**config.mk**
```make
export PLATFORM = sky130hd
export DESIGN_NAME = pic_regif
export DESIGN_NICKNAME = d
export VERILOG_FILES = /design/src/rtl/pic_regif.sv
export SDC_FILE = /design/constraint.sdc
export NUM_CORES = 1
export LEC_CHECK = 0
export BUFFER_PORTS_ARGS = -buffer_cell sky130_fd_sc_hd__buf_2
export CORE_AREA = 10 10 95 97
export CTS_CLUSTER_DIAMETER = 60
export DETAILED_ROUTE_END_ITERATION = 12
export DIE_AREA = 0 0 105 107
export HOLD_SLACK_MARGIN = 0.12
export MAX_ROUTING_LAYER = met4
export PLACE_DENSITY_LB_ADDON = 0.25
export SYNTH_ARGS = -nofsm -noshare
export SYNTH_HDL_FRONTEND = slang
export SYNTH_SLANG_ARGS = --single-unit
```
**constraint.sdc**
```tcl
create_clock -name clk -period 8.5 [get_ports clk]
set_clock_uncertainty 0.15 [all_clocks]
set_input_delay 1.7 -clock clk [delete_from_list [all_inputs] [get_ports clk]]
set_output_delay 1.7 -clock clk [all_outputs]
set_load 0.02 [all_outputs]
```
**src/rtl/pic_regif.sv**
```systemverilog
`timescale 1ns/1ps
module pic_regif (
  input  logic       clk,
  input  logic       rst,
  input  logic       a0,
  input  logic [7:0] wdata,
  input  logic       wr,
  input  logic       rd,
  input  logic [7:0] irq_in,
  input  logic       ack,
  output logic       irq_out,
  output logic [7:0] vector,
  output logic [7:0] rdata
);
  localparam logic [1:0] SEQ_IDLE = 2'd0, SEQ_BASE = 2'd1, SEQ_W3 = 2'd2, SEQ_W4 = 2'd3;

  logic [1:0] seq;
  logic       want3, want4, rsel, smm;
  logic [7:0] imr, isr, irr, lvl_prev;
  logic [4:0] base_hi;

  function automatic logic [3:0] lowest(input logic [7:0] v);
    lowest = 4'd8;
    for (int i = 7; i >= 0; i--)
      if (v[i]) lowest = 4'(i);
  endfunction

  wire cmd_wr = wr & ~a0;
  wire icw1   = cmd_wr & wdata[4];
  wire ocw3   = cmd_wr & ~wdata[4] & wdata[3];
  wire eoi    = cmd_wr & ((wdata & 8'hB8) == 8'h20);
  wire dat_wr = wr & a0;

  wire [7:0] pend = irr & ~imr;
  wire [7:0] blk  = smm ? (isr & ~imr) : isr;
  wire [3:0] p    = lowest(pend);
  wire [3:0] q    = lowest(blk);
  wire [3:0] e    = lowest(isr);

  assign irq_out = p < q;
  assign vector  = {base_hi, p[2:0]};
  assign rdata   = !rd ? 8'h00 : a0 ? imr : (rsel ? isr : irr);

  wire       grant    = ack & irq_out;
  wire [7:0] gnt_mask = grant ? (8'b1 << p[2:0]) : 8'h00;
  wire [7:0] eoi_mask = (eoi && !e[3]) ? (8'b1 << e[2:0]) : 8'h00;
  wire [7:0] rise     = irq_in & ~lvl_prev;

  always_ff @(posedge clk) begin
    if (rst) begin
      seq <= SEQ_IDLE; want3 <= 1'b0; want4 <= 1'b0;
      imr <= 8'hFF; isr <= 8'h00; irr <= 8'h00; lvl_prev <= 8'h00;
      base_hi <= 5'd0; rsel <= 1'b0; smm <= 1'b0;
    end else begin
      lvl_prev <= irq_in;
      irr <= (irr & ~gnt_mask) | rise;
      if (icw1) begin
        isr   <= 8'h00;
        imr   <= 8'h00;
        rsel  <= 1'b0;
        want3 <= ~wdata[1];
        want4 <= wdata[0];
        seq   <= SEQ_BASE;
      end else begin
        isr <= (isr | gnt_mask) & ~eoi_mask;
        if (ocw3) begin
          if (wdata[1]) rsel <= wdata[0];
          if (wdata[6]) smm  <= wdata[5];
        end
        if (dat_wr) begin
          case (seq)
            SEQ_IDLE: imr <= wdata;
            SEQ_BASE: begin
              base_hi <= wdata[7:3];
              seq <= want3 ? SEQ_W3 : (want4 ? SEQ_W4 : SEQ_IDLE);
            end
            SEQ_W3:  seq <= want4 ? SEQ_W4 : SEQ_IDLE;
            default: seq <= SEQ_IDLE;
          endcase
        end
      end
    end
  end
endmodule

```
==> results of run 1 <==
==> cells by family after synthesis <==
group | after synthesis | share of synthesized area, %
compound gates | 78 | 24.35
mux | 15 | 5.868
fa+ha+maj | 6 | 2.934
buf+inv | 25 | 4.108
simple gates | 137 | 29.10
flops | 43 | 33.64
==> synthesized netlist by cell type, types with 2 or more instances <==
cell type	number	area (um^2)
o31a_1	2	17.52
o211ai_1	6	45.04
or3_1	3	18.77
and2_1	9	56.30
nor3_1	3	15.01
nand2b_1	13	81.33
a21oi_1	8	40.04
inv_1	10	37.54
nand4_1	3	18.77
o21bai_1	3	22.52
nand3_1	6	30.03
o211a_1	2	20.02
nand2_1	16	60.06
nor3b_1	2	15.01
mux2i_1	15	150.1
a21boi_0	2	15.01
a21bo_1	2	20.02
inv_2	3	11.26
nand3b_1	2	15.01
o21ai_0	12	60.06
nor2_1	36	135.1
a211oi_1	10	75.07
ha_1	6	75.07
nor2b_1	26	162.7
o31ai_1	6	45.04
dfxtp_1	43	860.8
a221o_1	8	80.08
o221ai_1	2	17.52
clkbuf_1	8	30.03
nor4_1	9	56.30
buf_2	2	10.01
a41oi_1	2	17.52
==> power by group <==
part	internal [W]	total, W	leakage [nW]	switching (W)
Clock	0.0000576	0.000133	0.0412	0.0000757
Combinational	0.0000664	0.000176	0.756	0.000110
Sequential	0.000214	0.000233	0.354	0.0000189
==> how the worst max path moves through the flow <==
stage	depth (start not counted)	to	slack [ns]	start
2_1_floorplan	5	rdata[5]	4.09	a0
3_3_place_gp	4	rdata[4]	4.09	a0
3_5_place_dp	4	rdata[4]	4.11	a0
4_1_cts	10	irq_out	3.83	imr[6]
5_1_grt	10	irq_out	3.63	imr[6]
6_report	10	irq_out	3.79	imr[6]
==> metal layers <==
| layer | track usage [%] | vias to the layer above | wire (um) |
|---|---|---|---|
| met5 | - | - | 0 |
| met4 | 5.196 | 0 | 181 |
| met3 | 1.976 | 14 | 220 |
| met2 | 22.94 | 59 | 3636 |
| met1 | 17.19 | 1082 | 3648 |
| li1 | - | 1187 | - |
==> registers in the layout, summed over array words and instances (netlist names) <==
| name | flops |
|---|---|
| imr | 8 |
| smm | 1 |
| lvl_prev | 8 |
| rsel | 1 |
| irr | 8 |
| want4 | 1 |
| seq | 2 |
| want3 | 1 |
| base_hi | 5 |
| isr | 8 |
==> final cells by class <==
cell class	instances	area [um^2]	share of cell area (%)
clock inverter	2	12.51	0.4312
multi-input combinational	236	1593	54.89
sequential	43	860.8	29.67
clock buffer	6	72.57	2.501
timing repair buffer	38	190.2	6.555
inverter	13	48.80	1.682
tap	99	123.9	4.269
==> worst register-to-register path, cell delays in order, from the launching register on <==
cell and delay, ns:
dfxtp_1 0.60, nor2_1 0.10, a221oi_1 0.29, inv_1 0.09
or4_1 0.48, ha_1 0.36, a21oi_1 0.19, nand2_1 0.13
inv_1 0.09, o211ai_1 0.27, o31a_1 0.38
==> metrics by stage <==
step	hold slack [ns]	utilization, %	std cells	worst slack, ns	power [W]
floorplan	0.3057	-	304	4.094	0.0003568
global placement	0.3120	39.46	429	4.087	0.0004096
detailed placement	0.3354	39.46	429	4.114	0.0004107
CTS	0.3486	40.66	437	3.831	0.0005435
global route	0.3740	40.66	437	3.633	0.0005692
finish	0.3456	40.66	437	3.786	0.0005427
==> results.md, run 1 <==
* Hold path startpoint: want4
* Status: finished, final reports clean
* Worst Hold Path EP: seq[0]
* Post-CTS sizing at 0
* Global route overflow at 0
* Post-synthesis sequential area ratio at 33.64%
* Die Wd at 105 um
* Initial antenna violation count at 0
* CTS tree: yes
* Routed wire per std cell at 17.59 um
* Number of fill cells at 769
* Syn_nets at 332
* Slowest CP cell: o311ai_4
* Critical path endpoint category: primary output
* Initial Util at 35.85%
* Average size of a mapped cell at 8.417 um^2
* Unrepaired setup endpoints after global routing: false
* Htree depth at 2
* Max-Slew Margin vs Limit at between 50% and 60%
* ANT cells at 0
* Die area at 11240 um^2
* WP buf/inv at 2
* Ys flop type: dfxtp_1
* DP HPWL at 5807 um
* Yosys Warn Count at 0
* Synth cell types at 56
* DRT iter0 DRCs at slightly below 200
* R2R depth at 10
* Slew @ Worst Pin at between 0.6 and 0.7 ns
* Min Tclk post-route at between 4 and 5 ns
* DRT antenna net count at 0
* EDFF count, synth at 0
* Setup Crit Path Kind: register to primary output
* Delay-heaviest family, CP: compound AO/OA/AOI/OAI gates
* Ys async rst share at 0%
* RePlAce Congestion at 0.9288
* Worst Path Required at 6.65 ns
* Share of layout cells above drive strength 1 at 16.27%
* Max-cap viol count at 0
* Reg clk slew, reported paths at about 0.09 ns
* Final WL at 7687 um
* Worst Setup Start Kind: register
* Critical Path AT at 2.86 ns
* Final-report hold violation count at 0
* Core ar. at 7137 um^2
* Commonest non-fill, non-tap cells in the layout: dfxtp_1 (43), buf_2 (38), nor2_1 (36)
* Worst r2r dst: irr[6]
* Via Count at 2342
* GR Util All Layers at between 10% and 20%
* VDD IR max at 107.5 uV
* Reg2reg start: smm
* Router iterations before antenna repair at 4
* Wire length of the first global-routing pass at 12440 um
* # rows at 31
* Area delta synth->final at 13.40%
* Die Height at ~110 um
* Via density at 5.359
* Post-route cell area at ~2900 um^2
* CTS Buf Count at 5
* Post-synthesis register bit count at 43
* CTS Sinks at 43
* Commonest non-fill, non-tap cell in the layout: dfxtp_1
* Root Buffer: clkbuf_8
* Hold Path Class: register to register
* Reg2reg setup slack at between 5 and 6 ns
* Worst skew pair latency at 0.30 ns
* Worst path cell trace: nand2b_1 -> a211oi_1 -> o311ai_4 -> inv_2 -> ha_1 -> a2111o_1 -> o31ai_1 -> a21oi_1 -> nor2b_1 -> buf_2
* Clk buf depth at 2
* Final Max Tran Viols at 0
* Max incr delay on CP at 0.44 ns
* Port Buffers at 38
* Hold path cells at 2
* I/O pin count at 39
* Tcrit/Tclk final at 55.46%
* Power density cells at 187.0 nW/um^2
* Via count of the first global-routing pass at 2332
* Setup total negative slack at 0 ns
* Pin count of the biggest net entering global routing at 37
* Placed cell areas at 2816 um^2
* DRC viols at 0
* Critical path fanouts, max at 9
* Setup bufs post-CTS at 0
* Final Net Count at 365
* CTS Hold Buffers Added at 0
* Leak at 1.151 nW
* Netlist Area Pre-Place at 2559 um^2
* Cells after synthesis at 304
* Final setup vio count at 0
* Achievable frequency at 0.2121 GHz
No activity file was read; power rests on OpenSTA's default activity.
==> run 2: changes to the inputs <==
ABC_AREA = 1   (was default)
CORE_AREA = 10 10 94 96   (was 10 10 95 97)
DIE_AREA = 0 0 104 106   (was 0 0 105 107)
clock period = 4.3 ns   (was 8.5 ns; I/O delays follow)
==> results.md, run 2 <==
* CP startpoint: smm
* Critical path endpoint category: primary output
* Post-CTS sizing at 0 (unchanged)
* Delay-heaviest family, CP: compound AO/OA/AOI/OAI gates
* ANT cells at 0 (unchanged)
* Max incr delay on CP at 0.48 ns (+0.04 ns)
* Syn_nets at 398 (+20%)
* # rows at 31 (unchanged)
* Commonest non-fill, non-tap cell in the layout: nand2_1
* EDFF count, synth at 0 (unchanged)
* Port Buffers at 38 (unchanged)
* Via Count at 2326 (-0.68%)
* Final Net Count at 435 (+19%)
* Final Max Tran Viols at 0 (unchanged)
* Critical Path AT at 2.59 ns (-0.27 ns)
* Min Tclk post-route at 3.596 ns
* GR Util All Layers at 11.55% (-2.5 points)
* Worst skew pair latency at 0.29 ns (about the same)
* Ys flop type: dfxtp_1
* Achievable frequency at 0.2781 GHz
* CTS Buf Count at 5 (unchanged)
* DP HPWL at 5016 um (-14%)
* Final WL at 6307 um (-18%)
* Cells after synthesis at 370 (+22%)
* Final-report hold violation count at 0 (unchanged)
* Status: finished, final reports clean
* DRT iter0 DRCs at 83 (-58%)
* CTS Hold Buffers Added at 0 (unchanged)
* Commonest non-fill, non-tap cells in the layout: nand2_1 (82), inv_1 (70), dfxtp_1 (43)
* Netlist Area Pre-Place at 2489 um^2 (-2.7%)
* Tcrit/Tclk final at 83.64%
* VDD IR max at 120.9 uV (+13%)
* Max-cap viol count at 0 (unchanged)
* Area delta synth->final at 15.49%
* Top cells by area, synth: dfxtp_1 (35%), nand2_1 (12%), inv_1 (11%), o21ai_0 (6.4%), a21oi_1 (5.2%)
* Critical path fanouts, max at 9 (unchanged)
* Root Buffer: clkbuf_8
* CP most frequent cell: nand2_1
* Setup bufs post-CTS at 0 (unchanged)
* Wire length of the first global-routing pass at 10470 um (-16%)
* Worst path cell trace: inv_2 -> o21ai_0 -> nand2_1 -> nor2_1 -> nand2_1 -> ha_1 -> a21oi_2 -> a21boi_0 -> buf_2
* Slew @ Worst Pin at 0.5617 ns (-0.1303 ns)
* Clk buf depth at 2 (unchanged)
* Average size of a mapped cell at 6.726 um^2 (-20%)
* I/O pin count at 39 (unchanged)
* DRC viols at 0 (unchanged)
* Routed length on met1 at 3047 um (-16%)
* Setup Crit Path Kind: register to primary output
* Post-synthesis sequential area ratio at 34.59% (+0.95 points)
* Synth cell types at 32 (-43%)
* Met2 routed WL at 2830 um (-22%)
* Commonest cells post-synth: nand2_1 (82), inv_1 (70), dfxtp_1 (43), nor2_1 (34), o21ai_0 (32)
* CTS Sinks at 43 (unchanged)
* Routed wire per std cell at 12.46 um (-29%)
* WP buf/inv at 2 (unchanged)
* Via count of the first global-routing pass at 2261 (-3.0%)
* Leak at 1.399 nW (+22%)
* Global route overflow at 0 (unchanged)
* Ys async rst share at 0% (unchanged)
* Htree depth at 2 (unchanged)
* Unrepaired setup endpoints after global routing: false
* Setup total negative slack at 0 ns (unchanged)
* R2R depth at 10 (unchanged)
* Worst Path Required at 3.29 ns (-3.36 ns)
* Initial antenna violation count at 0 (unchanged)
* RePlAce Congestion at 0.9216 (-0.78%)
* Critical path depth at 9 (-1)
* Power density cells at 374.1 nW/um^2 (+100%)
* Routed length on met3 at 297 um (+35%)
* Reg2reg setup slack at 1.79 ns (-3.49 ns)
* DRT antenna net count at 0 (unchanged)
* Pin count of the biggest net entering global routing at 23 (-38%)
* Via density at 4.597 (-14%)
* Post-synthesis register bit count at 43 (unchanged)
* CTS tree: yes
* Die Wd at 104 um (-0.95%)
* Yosys top cell area share at 34.59% (+0.95 points)
* Critical Path Sink: irq_out
* Worst Hold Slack at 0.2932 ns (-0.05243 ns)
* Final setup vio count at 0 (unchanged)
* Max-Slew Margin vs Limit at 62.55% (+8.7 points)
* Slowest CP cell: a21oi_2
* Final core area utilization at 40.71% (+0.057 points)
* Worst Setup Start Kind: register
* Most numerous cell in the Yosys netlist: nand2_1
* Die area at 11020 um^2 (-1.9%)
* Router iterations before antenna repair at 5 (+1)
* Synth area leader: dfxtp_1
* Hold Path Class: register to register
* Core ar. at 7059 um^2 (-1.1%)
* Share of layout cells above drive strength 1 at 19.66% (+3.4 points)
* Reg2reg start: smm
* Die Height at 106 um (-0.93%)
* Yosys Warn Count at 0 (unchanged)
* Worst r2r dst: irr[3]
* Max Used Layer: met4
* Initial Util at 35.25% (-0.60 points)
* Reg clk slew, reported paths at 0.08 ns (about the same)
## run 2: worst register-to-register path, delay by kind of cell (launching register included)
family                   cells  cell delay [ns]
AO/OA/AOI/OAI                2             0.75
adder cells (fa/ha/maj)      1             0.32
buffers and inverters        1             0.10
flip-flops                   1             0.39
AND/OR/NAND/NOR              6             0.72
## run 2: cell families (layout without fill, tap and decap cells)
family / after synthesis / in the layout / synth area share (%)
and+or+nand+nor: 147 / 147 / 28.41
AOI/OAI and AO/OA: 88 / 88 / 20.96
buffers and inverters: 86 / 123 / 13.02
DFF: 43 / 43 / 34.59
adders and majority gates: 6 / 6 / 3.017
## run 2: per-layer routing
metal / up-vias / GRT usage, %
met2: 51 / 18.43
met3: 12 / 2.597
met5: - / -
met4: 0 / 3.877
met1: 1012 / 14.15
li1: 1251 / -
## run 2: area by class of cell
cell class,count,area (um^2)
clock buffer,6,72.57
clock inverter,1,30.03
fill,811,4185
inverter,78,292.8
multi-input combinational,241,1304
sequential,43,860.8
tap,99,123.9
timing repair buffer,38,190.2
## run 2: where the power goes
part / switching (W) / internal (W)
Sequential: 0.0000203 / 0.000425
Combinational: 0.000218 / 0.000104
Clock: 0.000137 / 0.000170
## run 2: worst min-delay path by stage
| stage | from | to | depth (start not counted) |
|---|---|---|---|
| final | base_hi[4] | base_hi[4] | 2 |
| after global routing | base_hi[2] | base_hi[2] | 2 |
| after CTS | base_hi[2] | base_hi[2] | 2 |
| after detailed placement | base_hi[2] | base_hi[2] | 2 |
| after global placement | base_hi[1] | base_hi[1] | 2 |
| after floorplan | lvl_prev[0] | irr[0] | 3 |
## run 2: per-stage QoR
step | cell area, um^2 | setup WS [ns] | std cells | total power [W]
after floorplan | 2489 | 1.058 | 370 | 0.0006984
after global placement | 2771 | 1.098 | 499 | 0.0007748
after detailed placement | 2771 | 1.032 | 499 | 0.0007791
after CTS | 2874 | 0.6920 | 506 | 0.001089
after global routing | 2874 | 0.5427 | 506 | 0.001146
final | 2874 | 0.7037 | 506 | 0.001075
==> run 3: changes to the inputs <==
clock period = 3.34 ns   (was 4.3 ns; I/O delays follow)
==> results.md, run 3 (synthesis results as in run 2) <==
* Setup slack at placement at 0.6292 ns (-0.4027 ns)
* Initial Util at 35.25% (unchanged)
* Port Buffers at 38 (unchanged)
* Setup total negative slack at 0 ns (unchanged)
* RePlAce Congestion at 0.8912 (-3.3%)
* DRC viols at 0 (unchanged)
* Hold path startpoint: base_hi[4]
* Setup Crit Path Kind: register to primary output
* Slew @ Worst Pin at 0.5179 ns (-0.04378 ns)
* Hold Path Class: register to register
* Routed wire per std cell at 12.67 um (+1.7%)
* Min Tclk post-route at approximately 3.0 ns
* Pin count of the biggest net entering global routing at 23 (unchanged)
* Root Buffer: clkbuf_8
* R2R depth at 11 (+1)
* ANT cells at 0 (unchanged)
* DP HPWL at 5135 um (+2.4%)
* Final Net Count at 436 (+0.23%)
* CTS Hold Buffers Added at 0 (unchanged)
* Post-route cell area at 2867 um^2 (-0.26%)
* Cell Count, Final, Fillers Out at 507 (+0.20%)
* Delay-heaviest family, CP: compound AO/OA/AOI/OAI gates
* Switching Fraction at 36.14% (+1.2 points)
* Die area at 11020 um^2 (unchanged)
* Max-cap viol count at 0 (unchanged)
* Router iterations before antenna repair at 4 (-1)
* Seq pwr share at 43.1% (+1.7 points)
* Via density at 4.641 (+0.96%)
* Wire length of the first global-routing pass at 10930 um (+4.3%)
* Die Wd at 104 um (unchanged)
* Placed cell areas at 2779 um^2 (+0.27%)
* I/O pin count at 39 (unchanged)
* Clk buf depth at 2 (unchanged)
* Final setup vio count at 0 (unchanged)
* CTS tree: yes
* Commonest non-fill, non-tap cell in the layout: nand2_1
* Area delta synth->final at 15.18%
* Reg clk slew, reported paths at 0.08 ns (about the same)
* DRT iter0 DRCs at 103 (+24%)
* GR Util All Layers at 12.13% (+0.59 points)
* Power density cells at 464.7 nW/um^2 (+24%)
* Worst Hold Path EP: base_hi[4]
* Worst Setup Start Kind: register
* CTS Buf Count at 5 (unchanged)
* Commonest non-fill, non-tap cells in the layout: nand2_1 (82), inv_1 (70), dfxtp_1 (43)
* VDD IR max at 158.3 uV (+31%)
* Die Height at 106 um (unchanged)
* PnR worst setup slack at 0.3156 ns (-0.3881 ns)
* Achievable frequency at 0.3306 GHz
* Post-CTS sizing at 0 (unchanged)
* Worst Path Required at 2.52 ns (-0.77 ns)
* Reg2reg setup slack at 1.03 ns (-0.76 ns)
* Worst skew pair latency at 0.29 ns (about the same)
* Status: finished, final reports clean
* Worst path cell trace: inv_2 -> o21ai_0 -> nand2_1 -> nor2_1 -> nand2_1 -> ha_1 -> a21oi_2 -> a21boi_0 -> buf_2
* Via Count at 2353 (+1.2%)
* Tcrit/Tclk final at 90.55%
* Critical path fanouts, max at 7 (-2)
* Final WL at 6426 um (+1.9%)
* # rows at 31 (unchanged)
* Critical path endpoint category: primary output
* Leak at 1.399 nW (about the same)
* WP buf/inv at 2 (unchanged)
* CP most frequent cell: nand2_1
* Global route overflow at 0 (unchanged)
* Setup bufs post-CTS at 0 (unchanged)
* DRT antenna net count at 0 (unchanged)
* Number of fill cells at 798 (-1.6%)
* Unrepaired setup endpoints after global routing: false
* Placed Cells at 500 (+0.20%)
* Final-report hold violation count at 0 (unchanged)
* Reg2reg start: smm
* Psw at 0.0004814 W (+28%)
* CTS Sinks at 43 (unchanged)
* Max incr delay on CP at 0.38 ns (-0.10 ns)
* Max-Slew Margin vs Limit at 65.42% (+2.9 points)
* Initial antenna violation count at 0 (unchanged)
* Final Max Tran Viols at 0 (unchanged)
* Via count of the first global-routing pass at 2282 (+0.93%)
* Clock Power Share at 25.2% (-3.4 points)
* Hold path cells at 2 (unchanged)
* Critical Path AT at 2.21 ns (-0.38 ns)
* Internal power at 0.0008507 W (+22%)
* Total power at 0.001332 W (+24%)
* Worst r2r dst: irr[3]
* Core ar. at 7059 um^2 (unchanged)
* Logic gate share of total power at 31.7% (+1.7 points)
* Slowest CP cell: dfxtp_1
* Share of layout cells above drive strength 1 at 20.10% (+0.44 points)
* Htree depth at 2 (unchanged)
run 3: how the worst max path moves through the flow:
stage	startpoint	to	cells after the start	slack, ns
global route	smm	irq_out	10	0.13
CTS	smm	irq_out	10	0.29
floorplan	smm	irq_out	8	0.29
global placement	smm	irq_out	10	0.68
finish	smm	irq_out	9	0.32
detailed placement	smm	irq_out	10	0.63
run 3: through the flow:
step	utilization [%]	hold slack [ns]
4_1_cts	40.61	0.2983
3_5_place_dp	39.37	0.2863
5_1_grt	40.61	0.3174
2_1_floorplan	-	0.2794
3_3_place_gp	39.37	0.2802
6_report	40.61	0.2946
run 3: final cells by class:
class / instances / area (um^2) / area share (%)
multi-input combinational: 241 / 1304 / 45.48
sequential: 43 / 860.8 / 30.03
inverter: 78 / 292.8 / 10.21
timing repair buffer: 39 / 197.7 / 6.897
tap: 99 / 123.9 / 4.321
clock buffer: 6 / 82.58 / 2.881
clock inverter: 1 / 5.005 / 0.1746
run 3: worst reg2reg max path, stage by stage (launching register included):
cell,delay [ns]
dfxtp_1,0.38
inv_2,0.09
o21ai_0,0.28
nand2_1,0.11
nor2_1,0.13
nand2_1,0.07
ha_1,0.32
a21oi_2,0.15
buf_4,0.20
nand4_2,0.17
nand2_1,0.10
nand2_1,0.04
run 3: power groups by stage:
stage          combinational [W]  clock (W)  sequential (W)
2_1_floorplan           0.000320          0        0.000579
3_3_place_gp            0.000420          0        0.000586
3_5_place_dp            0.000428          0        0.000586
4_1_cts                 0.000429   0.000351        0.000574
5_1_grt                 0.000481   0.000369        0.000578
6_report                0.000423   0.000336        0.000574
run 3: routing by layer:
layer	vias up	routed length (um)	track usage, %
met2	45	2962	19.43
met3	7	245	2.717
met5	-	0	-
met1	1054	3127	15.08
li1	1247	-	-
met4	0	91	3.380
